$ cat src/rtl/lin_chk_pkg.sv
package lin_chk_pkg;

    typedef enum logic [2:0] {
        S_IDLE = 3'd0,
        S_ID   = 3'd1,
        S_DATA = 3'd2,
        S_CKS  = 3'd3,
        S_DONE = 3'd4,
        S_DROP = 3'd5
    } fsm_e;

    // error event slot positions
    localparam int EV_PAR = 0;
    localparam int EV_CKS = 1;
    localparam int EV_FRM = 2;
    localparam int EV_NUM = 3;

    typedef struct packed {
        logic [1:0] par;   // {P1, P0}
        logic [5:0] id;
    } id_byte_t;

    function automatic logic [1:0] id_parity(input logic [5:0] id);
        logic p0, p1;
        p0 = id[0] ^ id[1] ^ id[2] ^ id[4];
        p1 = ~(id[1] ^ id[3] ^ id[4] ^ id[5]);
        return {p1, p0};
    endfunction

    function automatic logic [7:0] sum_wrap(input logic [7:0] acc, input logic [7:0] b);
        logic [8:0] s;
        s = {1'b0, acc} + {1'b0, b};
        return s[7:0] + {7'd0, s[8]};
    endfunction

endpackage

$ cat src/rtl/lin_id_check.sv
module lin_id_check
    import lin_chk_pkg::*;
(
    input  logic [7:0] id_raw,
    output logic       id_good,
    output logic [5:0] id_val
);
    id_byte_t ib;
    logic [1:0] want;

    always_comb begin
        ib      = id_byte_t'(id_raw);
        want    = id_parity(ib.id);
        id_good = (want == ib.par);
        id_val  = ib.id;
    end
endmodule

$ cat src/rtl/lin_cks_acc.sv
module lin_cks_acc
    import lin_chk_pkg::*;
#(
    parameter int DW = 8
) (
    input  logic          clk,
    input  logic          rst,
    input  logic          clear,
    input  logic          add_en,
    input  logic [DW-1:0] din,
    output logic [DW-1:0] cks_exp
);
    logic [DW-1:0] acc_q;

    always_ff @(posedge clk) begin
        if (rst || clear) acc_q <= '0;
        else if (add_en)  acc_q <= sum_wrap(acc_q, din);
    end

    assign cks_exp = ~acc_q;
endmodule

$ cat src/rtl/lin_err_flags.sv
module lin_err_flags #(
    parameter int N = 3
) (
    input  logic         clk,
    input  logic         rst,
    input  logic [N-1:0] evt,
    input  logic         clr,
    input  logic         resp_clr,
    output logic [N-1:0] flags,
    output logic         resp
);
    for (genvar g = 0; g < N; g++) begin : g_flag
        always_ff @(posedge clk) begin
            if (rst)         flags[g] <= 1'b0;
            else if (evt[g]) flags[g] <= 1'b1;
            else if (clr)    flags[g] <= 1'b0;
        end

        AST_FLAG_HOLD: assert property (@(posedge clk) disable iff (rst)
            flags[g] && !clr |=> flags[g]);
        AST_FLAG_SET_WINS: assert property (@(posedge clk) disable iff (rst)
            evt[g] |=> flags[g]);
        AST_FLAG_CLEARS: assert property (@(posedge clk) disable iff (rst)
            clr && !evt[g] |=> !flags[g]);
    end

    always_ff @(posedge clk) begin
        if (rst)           resp <= 1'b0;
        else if (|evt)     resp <= 1'b1;
        else if (resp_clr) resp <= 1'b0;
    end

    AST_RESP_ON_ERR: assert property (@(posedge clk) disable iff (rst)
        (|evt) |=> resp);
    AST_RESP_HOLD: assert property (@(posedge clk) disable iff (rst)
        resp && !resp_clr |=> resp);
    AST_ONE_EVT: assert property (@(posedge clk) disable iff (rst)
        $onehot0(evt));
endmodule

$ cat src/rtl/lin_frame_guard.sv
module lin_frame_guard
    import lin_chk_pkg::*;
#(
    parameter int MAX_DATA = 8,
    parameter int LEN_W    = $clog2(MAX_DATA + 1)
) (
    input  logic             clk,
    input  logic             rst,
    input  logic             rx_vld,
    input  logic [7:0]       rx_byte,
    input  logic             rx_sof,
    input  logic             rx_eof,
    input  logic [LEN_W-1:0] cfg_len,
    input  logic             clr_errs,
    input  logic             clr_resp,
    output logic             cmd_vld,
    output logic [5:0]       cmd_id,
    output logic             frame_ok,
    output logic             par_err,
    output logic             cks_err,
    output logic             frm_err,
    output logic             resp_err
);
    localparam logic [LEN_W-1:0] LEN_MAX = LEN_W'(MAX_DATA);
    localparam logic [LEN_W-1:0] ONE     = LEN_W'(1);

    fsm_e             st_q, st_d;
    logic [LEN_W-1:0] cnt_q, cnt_d, len_q, len_d;
    logic             good_q, good_d;
    logic [EV_NUM-1:0] evt;
    logic             cmd_pulse, ok_pulse, acc_clr, acc_add;
    logic             id_good;
    logic [5:0]       id_val;
    logic [7:0]       cks_exp;
    logic [EV_NUM-1:0] flags;

    lin_id_check u_id (
        .id_raw (rx_byte),
        .id_good(id_good),
        .id_val (id_val)
    );

    lin_cks_acc #(.DW(8)) u_acc (
        .clk    (clk),
        .rst    (rst),
        .clear  (acc_clr),
        .add_en (acc_add),
        .din    (rx_byte),
        .cks_exp(cks_exp)
    );

    lin_err_flags #(.N(EV_NUM)) u_flags (
        .clk     (clk),
        .rst     (rst),
        .evt     (evt),
        .clr     (clr_errs),
        .resp_clr(clr_resp),
        .flags   (flags),
        .resp    (resp_err)
    );

    always_comb begin
        st_d      = st_q;
        cnt_d     = cnt_q;
        len_d     = len_q;
        good_d    = good_q;
        evt       = '0;
        cmd_pulse = 1'b0;
        ok_pulse  = 1'b0;
        acc_clr   = 1'b0;
        acc_add   = 1'b0;
        if (rx_sof) begin
            st_d    = S_ID;
            cnt_d   = '0;
            good_d  = 1'b0;
            acc_clr = 1'b1;
            if (cfg_len == '0)          len_d = ONE;
            else if (cfg_len > LEN_MAX) len_d = LEN_MAX;
            else                        len_d = cfg_len;
        end else if (rx_eof) begin
            case (st_q)
                S_ID, S_DATA, S_CKS: evt[EV_FRM] = 1'b1;
                S_DONE:              ok_pulse = good_q;
                default: ;
            endcase
            st_d = S_IDLE;
        end else if (rx_vld) begin
            case (st_q)
                S_ID: begin
                    if (id_good) begin
                        cmd_pulse = 1'b1;
                        st_d      = S_DATA;
                    end else begin
                        evt[EV_PAR] = 1'b1;
                        st_d        = S_DROP;
                    end
                end
                S_DATA: begin
                    acc_add = 1'b1;
                    cnt_d   = cnt_q + ONE;
                    if (cnt_q + ONE == len_q) st_d = S_CKS;
                end
                S_CKS: begin
                    if (rx_byte == cks_exp) good_d = 1'b1;
                    else                    evt[EV_CKS] = 1'b1;
                    st_d = S_DONE;
                end
                default: ;
            endcase
        end
    end

    always_ff @(posedge clk) begin
        if (rst) begin
            st_q     <= S_IDLE;
            cnt_q    <= '0;
            len_q    <= ONE;
            good_q   <= 1'b0;
            cmd_vld  <= 1'b0;
            cmd_id   <= '0;
            frame_ok <= 1'b0;
        end else begin
            st_q     <= st_d;
            cnt_q    <= cnt_d;
            len_q    <= len_d;
            good_q   <= good_d;
            cmd_vld  <= cmd_pulse;
            frame_ok <= ok_pulse;
            if (cmd_pulse) cmd_id <= id_val;
        end
    end

    assign par_err = flags[EV_PAR];
    assign cks_err = flags[EV_CKS];
    assign frm_err = flags[EV_FRM];

    AST_CMD_AFTER_ID: assert property (@(posedge clk) disable iff (rst)
        cmd_vld |-> st_q == S_DATA);
    AST_DROP_SILENT: assert property (@(posedge clk) disable iff (rst)
        st_q == S_DROP |-> !cmd_vld && !frame_ok);
    AST_CNT_BOUND: assert property (@(posedge clk) disable iff (rst)
        cnt_q <= len_q && len_q <= LEN_MAX && len_q != '0);
    AST_OK_FROM_DONE: assert property (@(posedge clk) disable iff (rst)
        frame_ok |-> $past(st_q) == S_DONE && $past(good_q));
endmodule

$ cat config.mk
export PLATFORM = sky130hd
export DESIGN_NAME = lin_frame_guard
export DESIGN_NICKNAME = d
export VERILOG_FILES = /design/src/rtl/lin_chk_pkg.sv /design/src/rtl/lin_id_check.sv /design/src/rtl/lin_cks_acc.sv /design/src/rtl/lin_err_flags.sv /design/src/rtl/lin_frame_guard.sv
export SDC_FILE = /design/constraint.sdc
export NUM_CORES = 1
export LEC_CHECK = 0
export ABC_AREA = 1
export CAP_MARGIN = 10
export CORE_AREA = 10 10 89 91
export CTS_CLUSTER_DIAMETER = 30
export DETAILED_ROUTE_END_ITERATION = 10
export DIE_AREA = 0 0 99 101
export DONT_BUFFER_PORTS = 1
export SLEW_MARGIN = 40
export SYNTH_ARGS = -nofsm -noshare
export SYNTH_HDL_FRONTEND = slang
export SYNTH_SLANG_ARGS = --single-unit
$ cat constraint.sdc
create_clock -name clk -period 2.9 [get_ports clk]
set_clock_uncertainty 0.2 [all_clocks]
set_input_delay 0.87 -clock clk [delete_from_list [all_inputs] [get_ports clk]]
set_output_delay 0.87 -clock clk [all_outputs]
set_load 0.03 [all_outputs]
==> results.tsv <==
metric	value	unit
status	complete, no violations	
ios	31	
drtAntennaViolNets	0	
cts_made_buffers	5	
tns	0	ps
post_drt_wl_per_cell	12.32	um
route.vias.total	1941	
cp-end-kind	register	
path_clk_slew	70	ps
path_max_fanout	4	
h-tree-depth	2	
yosysWarnings	0	
maxCapViolations	0	
grt_pass1_vias	1694	
postCtsSetupBuffers	0	
n_antenna_cell	0	
area_delta_synth_final	14.94	%
num_rows	29	
start_util	0.3347	
syn_nets	344	
grt_max_degree	14	
required	2880	ps
core	6205	um2
synth_top_area_frac	0.3084	
tightest_slew	451.8	ps
ir_worst_vdd	0.2221	mV
setup_viol	0	
final_nets	362	
clk_latency	280	ps
use_met1	0.1149	
fin_crit	2649	ps
yosysUniqueCellTypes	35	
grt_usage	0.09962	
worstSetupPathType	input pin to register	
cts_resized	0	
grt_pass1_wl	8.135	mm
final_cell_mix	nand2_1 (74), inv_1 (46), dfxtp_1 (32)	
gp_congestion	0.8170	
gr-usage-met2	0.1728	
wl	5.037	mm
synth_top_cell_by_area	dfxtp_1	
rsz0062_at_grt	no	
worst-r2r-cell-count	13	
die-area	9999	um2
cp-start-kind	input pin	
final_hold_viol_count	0	
synth_seq_cells	32	
p_leak	1.104	nW
drc	0	
synth_area	2077	um2
synth-main-ff-cell	dfxtp_1	
async_flop_share	0	
avgSynthCellArea	6.636	um2
pre_cts_slack	-47.40	ps
busiest_layer	met2	
fp.dieH	101	um
cts_buffer_depth	2	
drtIter0Drc	105	
io_buffers	0	
fmax	0.3775	GHz
layout_setup_ws	250.8	ps
crit_arrival	2630	ps
netlist_instances	313	
cts_tree	done	
hpwl	4.205	mm
vias_per_cell	4.746	
hold_depth	2	
cts_sinks	32	
fillCellCount	651	
synth_edf_count	0	
overflow	0	
yosysSeqAreaShare	0.3084	
die_x	99	um
finalCritPeriodShare	0.9135	
final_common_cell	nand2_1	
final_layout_size_suffix_gt1_frac	0.1386	
p_per_area	411.6	nW/um2
drv_slew	0	
ctsHoldBuffers	0	
met3_usage	0.01920	
cts_root_buf	clkbuf_8	
firstDrtPassIters	4	
synth.area.top_cells	dfxtp_1 (31%), nand2_1 (13%), inv_1 (8.3%)	
min_path_type	register to register	
slew_headroom	0.6984	
antenna_found_initial	0	
metrics by stage:
stage / hold WS (ps) / power [W] / instances / utilization / instance area (um2)
2_1_floorplan: 221.8 / 0.0005521 / 313 / - / 2097
3_3_place_gp: 258.4 / 0.0005808 / 401 / 0.3674 / 2280
3_5_place_dp: 263.2 / 0.0005814 / 401 / 0.3674 / 2280
4_1_cts: 274.2 / 0.0009947 / 409 / 0.3848 / 2387
5_1_grt: 299.2 / 0.001029 / 409 / 0.3848 / 2387
6_report: 265.7 / 0.0009826 / 409 / 0.3848 / 2387
worst paths after layout:
kind | endpoint | startpoint | slack [ps]
max | u_acc.acc_q[6] | rx_byte[0] | 250
max reg2reg | u_acc.acc_q[6] | u_acc.acc_q[0] | 470
min | frame_ok | good_q | 270
min reg2reg | frame_ok | good_q | 270
flip-flops by register name (all words and copies together), names as in the netlist:
| signal | count |
|---|---|
| u_flags.flags | 3 |
| u_acc.acc_q | 8 |
| frame_ok | 1 |
| st_q | 3 |
| cnt_q | 4 |
| good_q | 1 |
| cmd_id | 6 |
| cmd_vld | 1 |
| len_q | 4 |
| u_flags.resp | 1 |
worst max-delay path, cell delays in order:
cell      delay, ps
ha_4            150
fa_2            380
nand2_1          80
nand2_1          70
a221o_1         320
ha_2            180
ha_2            170
nand4_1          80
nor2_1           70
nand3b_1         80
nand3_1          80
nand2_1          70
inv_1            30
cell usage after synthesis (3+ instances only):
master and number:
ha_1 11, nand2_1 74, nand3_1 25, inv_2 7
nand3_2 3, o21ai_0 18, inv_1 46, o21ai_1 3
nand3b_1 5, nor2_2 3, xnor2_1 5, a21oi_1 15
nand4_1 8, dfxtp_1 32, nor2_1 31
kinds of logic after synthesis:
logic type	after synthesis	synth area share
flip-flops	32	0.3084
buffers and inverters	57	0.1084
AND/OR/NAND/NOR	157	0.3464
adder cells (fa/ha/maj)	12	0.07590
AO/OA/AOI/OAI	49	0.1355
XOR/XNOR	6	0.02530
power by group:
part           switching, W  total (W)  leakage [nW]  internal (W)
clock network      0.000156   0.000411        0.0552      0.000255
registers         0.0000120   0.000460         0.259      0.000448
logic             0.0000677   0.000112         0.789     0.0000445
total              0.000236   0.000983          1.10      0.000747
cell type report:
cell class                      instances  area, um2  area share
Clock inverter                          2      35.03     0.01468
Clock buffer                            6      72.57     0.03040
Inverter                               53      198.9     0.08333
Timing Repair Buffer                   15      112.6     0.04717
Tap cell                               77      96.34     0.04036
Multi-Input combinational cell        224       1231      0.5157
Sequential cell                        32      640.6      0.2683
layer usage:
layer  vias up  wire [um]
li1       1049          -
met5         -          0
met1       846       2334
met3         6        165
met4         0         74
met2        40       2463
No activity file was read; power rests on OpenSTA's default activity.
